File: src/rtl/agp_trk_pkg.sv
package agp_trk_pkg;
  localparam logic [2:0] ST_RET_LO = 3'd0;
  localparam logic [2:0] ST_RET_HI = 3'd1;
  localparam logic [2:0] ST_WR_LO  = 3'd2;
  localparam logic [2:0] ST_WR_HI  = 3'd3;
  localparam logic [2:0] ST_START  = 3'd7;

  typedef enum logic [1:0] {
    SEL_NONE = 2'd0,
    SEL_LO   = 2'd1,
    SEL_HI   = 2'd2
  } ret_sel_e;
endpackage

File: src/rtl/agp_st_decode.sv
module agp_st_decode
  import agp_trk_pkg::*;
(
  input  logic       gnt_i,
  input  logic [2:0] st_i,
  output logic [7:0] dec_o,
  output logic       ret_lo_o,
  output logic       ret_hi_o,
  output logic       bad_o
);
  always_comb begin
    dec_o = '0;
    if (gnt_i) dec_o[st_i] = 1'b1;
  end

  assign ret_lo_o = dec_o[ST_RET_LO];
  assign ret_hi_o = dec_o[ST_RET_HI];
  // this master issues reads only: write-data codes are violations too
  assign bad_o    = gnt_i & (st_i != ST_RET_LO) & (st_i != ST_RET_HI) & (st_i != ST_START);
endmodule

File: src/rtl/agp_rd_fifo.sv
module agp_rd_fifo #(
  parameter int DEPTH = 4,
  parameter int LEN_W = 4,
  localparam int PTR_W = $clog2(DEPTH),
  localparam int CNT_W = $clog2(DEPTH + 1)
) (
  input  logic             clk_i,
  input  logic             rst_ni,
  input  logic             push_i,
  input  logic [LEN_W-1:0] len_i,
  input  logic             beat_i,
  output logic [CNT_W-1:0] cnt_o,
  output logic [LEN_W-1:0] max_o,
  output logic             last_o
);
  logic [LEN_W-1:0] rem_q [DEPTH];
  logic [PTR_W-1:0] rd_q, wr_q, idx;
  logic [CNT_W-1:0] cnt_q;
  logic             pop;

  assign pop    = beat_i && rem_q[rd_q] == LEN_W'(1);
  assign last_o = pop;
  assign cnt_o  = cnt_q;

  always_ff @(posedge clk_i or negedge rst_ni) begin
    if (!rst_ni) begin
      for (int i = 0; i < DEPTH; i++) rem_q[i] <= '0;
      rd_q  <= '0;
      wr_q  <= '0;
      cnt_q <= '0;
    end else begin
      if (push_i) begin
        rem_q[wr_q] <= len_i;
        wr_q        <= wr_q + PTR_W'(1);
      end
      if (beat_i) begin
        if (pop) rd_q <= rd_q + PTR_W'(1);
        else     rem_q[rd_q] <= rem_q[rd_q] - LEN_W'(1);
      end
      cnt_q <= cnt_q + CNT_W'(push_i) - CNT_W'(pop);
    end
  end

  // largest remaining length among valid entries
  always_comb begin
    max_o = '0;
    idx   = '0;
    for (int k = 0; k < DEPTH; k++) begin
      idx = rd_q + PTR_W'(k);
      if (CNT_W'(k) < cnt_q && rem_q[idx] > max_o) max_o = rem_q[idx];
    end
  end

  p_no_overflow_r6: assert property (@(posedge clk_i) disable iff (!rst_ni)
    cnt_q <= CNT_W'(DEPTH));
  p_beat_nonempty_r9: assert property (@(posedge clk_i) disable iff (!rst_ni)
    beat_i |-> cnt_q != '0);
  p_push_room_r6: assert property (@(posedge clk_i) disable iff (!rst_ni)
    push_i |-> cnt_q != CNT_W'(DEPTH));
endmodule

File: src/rtl/agp_rd_tracker.sv
module agp_rd_tracker
  import agp_trk_pkg::*;
#(
  parameter int DEPTH  = 4,
  parameter int LEN_W  = 4,
  parameter int FREE_W = 5,
  localparam int CNT_W = $clog2(DEPTH + 1)
) (
  input  logic              clk_i,
  input  logic              rst_ni,
  input  logic              gnt_i,
  input  logic [2:0]        st_i,
  input  logic              trdy_i,
  input  logic              irdy_i,
  input  logic              enq_valid_i,
  input  logic              enq_hi_i,
  input  logic [LEN_W-1:0]  enq_len_i,
  input  logic [FREE_W-1:0] buf_free_i,
  output logic [7:0]        st_dec_o,
  output logic              rbf_o,
  output logic              done_lo_o,
  output logic              done_hi_o,
  output logic              err_o
);
  logic ret_lo, ret_hi, bad_code;
  ret_sel_e sel_q, sel_eff;
  logic beat, beat_ok [2], orphan, total_full, push_ok, err_d;
  logic [CNT_W-1:0] cls_cnt [2];
  logic [LEN_W-1:0] cls_max [2];
  logic             cls_last [2];

  agp_st_decode u_dec (
    .gnt_i   (gnt_i),
    .st_i    (st_i),
    .dec_o   (st_dec_o),
    .ret_lo_o(ret_lo),
    .ret_hi_o(ret_hi),
    .bad_o   (bad_code)
  );

  always_comb begin
    if (ret_lo)      sel_eff = SEL_LO;
    else if (ret_hi) sel_eff = SEL_HI;
    else if (gnt_i)  sel_eff = SEL_NONE;
    else             sel_eff = sel_q;
  end

  assign beat       = trdy_i & irdy_i;
  assign beat_ok[0] = beat && sel_eff == SEL_LO && cls_cnt[0] != '0;
  assign beat_ok[1] = beat && sel_eff == SEL_HI && cls_cnt[1] != '0;
  assign orphan     = beat && ((sel_eff == SEL_LO && cls_cnt[0] == '0) ||
                               (sel_eff == SEL_HI && cls_cnt[1] == '0));
  assign total_full = ({1'b0, cls_cnt[0]} + {1'b0, cls_cnt[1]}) == (CNT_W+1)'(DEPTH);
  assign push_ok    = enq_valid_i && enq_len_i != '0 && !total_full;
  assign err_d      = bad_code | orphan | (enq_valid_i & ~push_ok);

  for (genvar c = 0; c < 2; c++) begin : g_cls
    agp_rd_fifo #(.DEPTH(DEPTH), .LEN_W(LEN_W)) u_fifo (
      .clk_i (clk_i),
      .rst_ni(rst_ni),
      .push_i(push_ok && enq_hi_i == c[0]),
      .len_i (enq_len_i),
      .beat_i(beat_ok[c]),
      .cnt_o (cls_cnt[c]),
      .max_o (cls_max[c]),
      .last_o(cls_last[c])
    );
  end

  assign rbf_o = {{(FREE_W > LEN_W ? 0 : LEN_W - FREE_W){1'b0}}, buf_free_i} <
                 {{(LEN_W > FREE_W ? 0 : FREE_W - LEN_W){1'b0}}, cls_max[0]};

  always_ff @(posedge clk_i or negedge rst_ni) begin
    if (!rst_ni) begin
      sel_q     <= SEL_NONE;
      done_lo_o <= 1'b0;
      done_hi_o <= 1'b0;
      err_o     <= 1'b0;
    end else begin
      sel_q     <= sel_eff;
      done_lo_o <= cls_last[0];
      done_hi_o <= cls_last[1];
      err_o     <= err_d;
    end
  end

  p_dec_onehot_r1: assert property (@(posedge clk_i) disable iff (!rst_ni)
    gnt_i |-> $onehot(st_dec_o));
  p_gnt_quiet_r2: assert property (@(posedge clk_i) disable iff (!rst_ni)
    !gnt_i |-> st_dec_o == '0);
  p_done_excl_r4: assert property (@(posedge clk_i) disable iff (!rst_ni)
    !(done_lo_o && done_hi_o));
  p_done_after_beat_r4: assert property (@(posedge clk_i) disable iff (!rst_ni)
    (done_lo_o || done_hi_o) |-> $past(trdy_i && irdy_i));
  p_rbf_needs_low_r7: assert property (@(posedge clk_i) disable iff (!rst_ni)
    rbf_o |-> cls_cnt[0] != '0);
  p_cap_r6: assert property (@(posedge clk_i) disable iff (!rst_ni)
    ({1'b0, cls_cnt[0]} + {1'b0, cls_cnt[1]}) <= (CNT_W+1)'(DEPTH));
endmodule

File: config.mk
export PLATFORM = sky130hd
export DESIGN_NAME = agp_rd_tracker
export DESIGN_NICKNAME = d
export VERILOG_FILES = /design/src/rtl/agp_trk_pkg.sv /design/src/rtl/agp_st_decode.sv /design/src/rtl/agp_rd_fifo.sv /design/src/rtl/agp_rd_tracker.sv
export SDC_FILE = /design/constraint.sdc
export NUM_CORES = 1
export LEC_CHECK = 0
export ABC_CLOCK_PERIOD_IN_PS = 8290
export BUFFER_PORTS_ARGS = -buffer_cell sky130_fd_sc_hd__buf_2
export CAP_MARGIN = 25
export CORE_MARGIN = 3
export CORE_UTILIZATION = 30
export CTS_CLUSTER_SIZE = 16
export DETAILED_ROUTE_END_ITERATION = 6
export PLACE_DENSITY = 0.43
export REMOVE_ABC_BUFFERS = 1
export SLEW_MARGIN = 5
export SYNTH_ARGS = -nofsm -noshare
export SYNTH_HDL_FRONTEND = slang
export SYNTH_HIERARCHICAL = 1
export SYNTH_SLANG_ARGS = --single-unit
File: constraint.sdc
create_clock -name clk_i -period 8.29 [get_ports clk_i]
set_clock_uncertainty 0.1 [all_clocks]
set_input_delay 0.4145 -clock clk_i [delete_from_list [all_inputs] [get_ports clk_i]]
set_output_delay 0.4145 -clock clk_i [all_outputs]
set_load 0.02 [all_outputs]
==> results <==
- The run finished with clean final reports.
- The number of design-rule violations left by the first detailed-router iteration is approximately 220.
- After detailed routing, the average wire length per cell comes to about 16 um.
- Clock tree synthesis inserted a total of 5 buffers.
- The cell at the root of the clock tree is clkbuf_16.
- The number of antenna diodes in the final layout is 0.
- The clock passes through at most 2 buffers.
- CTS saw 51 sinks.
- The number of global-route vias before repair is about 3100.
- The H-tree was split into 2 levels.
- The total congestion overflow is 0.
- The maximum clock frequency is 0.130 GHz.
- Fill cells in the final layout number 1383.
- The data arrival time of the worst path is 7150 ps.
- The synthesized area per cell is between 10 and 15 um2.
- Global routing used 13.6% of the available tracks.
- The number of hold violations in the final report is 0.
- Headroom to the max-slew limit came out at between 50% and 60%.
- Yosys printed 6 warnings.
- The total via count in the routed design is 3098.
- The combined area of all synthesized cells is 0.00425 mm2.
- The path type of the worst min-delay path is in -> async.
- From synthesis to final layout, the design area changed by 11.4%.
- Setup violations remaining at the end of the flow were counted as 0.
- The initial cell density of the core is 31.4%.
- Wires add up to between 10 and 15 mm.
- For this run, design rule violations remaining after detail routing come to 0.
- The clock tree from TritonCTS is built.
- The number of antenna violations at the first check in global routing is 0.
- The slowest cell on the critical path is o311ai_2.
- After floorplanning, the core was divided into 42 placement rows.
- The maximum single-stage delay on the critical path is 500 ps.
- STA classifies the critical path endpoint as an output port.
- The I/O pin count is 31.
- The tool flagged a number of max-cap violations equal to 0.
- The x dimension of the die is ~130 um.
- The type of element launching the critical path is a register.
- The clock latency of the later-clocked register in the worst-skew pair is 300 ps.
- In this run, post-CTS hold repair placed 0 buffers.
- The detail route stage leaves a number of antenna-violating nets equal to 0.
- After clock tree synthesis, the clock-pin slew on the worst setup and hold paths is around 80 ps.
- In this run the vertical extent of the chip is 125 um.
- Adding up every negative setup slack in the final design gives 0 ps.
- The final worst-path cycle share is approximately 92%.
- Before antenna repair, the detailed router went through 4 iterations.
- The post-route minimum period is about 7700 ps.
- The max-slew violation count is 0.
- The full die area is approximately 0.016 mm2.
- The share of layout cells above drive strength 1 is about 22%.
- Along the worst path, the maximum fanout reaches 18.
- The core region is about 0.014 mm2.
- The slew at the pin with the worst max-slew slack is between 600 and 700 ps.
- The net count of the finished layout is ~520.
- Setup repair after global routing left no endpoint under its margin.
- The first-pass GRT wire length is approximately 17 mm.
- In this run the register-to-register setup slack is 5070 ps.
- Counting every instance in the synthesized netlist gives approximately 420.
- The required time at the worst-slack endpoint is just under 8000 ps.
- The final weighted congestion of routability-driven global placement is between 0.8 and 0.9.
- Detailed placement finished with a half-perimeter wire length of approximately 7.9 mm.
- The maximum number of pins on one net before global-route repair is 52.
- The number of buffers inserted by port buffering is 30.
- The cell repeated most along the worst path is ha_1.
- The critical path is of the reg -> out type.
- The routed via count divided by cell count is a little under 5.
## cells in the final DEF (no fill, tap or decap), types with 3 or more instances in the layout
| master | instances |
|---|---|
| nand2_1 | 54 |
| dfrtp_1 | 51 |
| ha_1 | 44 |
| inv_1 | 42 |
| mux2_2 | 33 |
| buf_2 | 30 |
| nor2_1 | 28 |
| o21ai_0 | 28 |
| mux2i_1 | 16 |
| a21oi_1 | 15 |
| mux4_2 | 9 |
| mux4_1 | 6 |
| xnor2_1 | 6 |
| nand3_1 | 5 |
| nand2b_1 | 5 |
| clkbuf_16 | 5 |
| xor2_1 | 5 |
| nor3_1 | 4 |
| o21ai_1 | 4 |
| nor2b_1 | 4 |
| a31oi_1 | 3 |
| a211oi_1 | 3 |
| fa_1 | 3 |
| mux2_4 | 3 |
| and3_1 | 3 |
| buf_4 | 3 |
## final timing paths
| check | start | end | depth (start not counted) |
|---|---|---|---|
| hold / removal | rst_ni | g_cls[1].u_fifo/rem_q[10]$_DFF_PN0_ | 2 |
| setup / recovery | g_cls[0].u_fifo/rd_q[0]$_DFFE_PN0P_ | rbf_o | 31 |
| max in group asynchronous | rst_ni | g_cls[1].u_fifo/rem_q[11]$_DFF_PN0_ | 2 |
| setup reg to reg | g_cls[1].u_fifo/rd_q[1]$_DFFE_PN0P_ | g_cls[1].u_fifo/cnt_o[2]$_DFF_PN0_ | 10 |
| hold reg to reg | g_cls[1].u_fifo/wr_q[0]$_DFFE_PN0P_ | g_cls[1].u_fifo/wr_q[0]$_DFFE_PN0P_ | 1 |
| min in group clk_i | enq_valid_i | err_o$_DFF_PN0_ | 2 |
## per-stage QoR
step / setup slack [ps] / cells / hold WS [ps] / utilization (%) / instance area (um2)
3_5_place_dp: 742 / 622 / 429 / 33.6 / 4550
6_report: 624 / 630 / 135 / 34.9 / 4740
3_3_place_gp: 820 / 622 / 420 / 33.6 / 4550
5_1_grt: 53.8 / 630 / 187 / 34.9 / 4740
4_1_cts: 395 / 630 / 166 / 34.9 / 4730
2_1_floorplan: 645 / 413 / 18.9 / - / 4160
## critical path: cells and delay by family, from the launching register on
kind                     cells  cell delay, ps
flip-flops                   1             360
AND/OR/NAND/NOR              5             710
AO/OA/AOI/OAI               13            2730
adder cells (fa/ha/maj)      5            1310
multiplexers                 3            1000
buffers and inverters        5             720
## timing repair
action                     in CTS  in global routing
setup endpoints to repair       0                  1
buffers inserted                0                  0
gates resized for setup         0                  1
## area by class of cell
| type | instances | area (um2) | share of cell area (%) |
|---|---|---|---|
| clock buffers | 6 | 139 | 2.93 |
| flip-flops and latches | 51 | 1280 | 26.9 |
| clock inverters | 2 | 38.8 | 0.819 |
| inverters | 44 | 165 | 3.49 |
| well taps | 176 | 220 | 4.65 |
| multi-input cells | 318 | 2730 | 57.5 |
| repair buffers | 33 | 173 | 3.64 |
## routing by layer
metal / global-route usage, % / vias up / share of wire (%)
li1: - / 1554 / -
met2: 21.3 / 54 / 46
met5: 0 / - / 0
met1: 19.5 / 1484 / 50
met3: 2.60 / 6 / 4.0
met4: 3.51 / 0 / 0.87
## sequential cells by signal, summed over array words and instances, names as in the netlist
signal	count
g_cls.u_fifo/rem_q	32
g_cls.u_fifo/wr_q	4
g_cls.u_fifo/cnt_o	6
done_hi_o	1
err_o	1
g_cls.u_fifo/rd_q	4
done_lo_o	1
sel_q	2
Power is left out: the tool's default activity adds up to more than one toggle a clock period on the data nets, which glitch-free logic cannot reach.
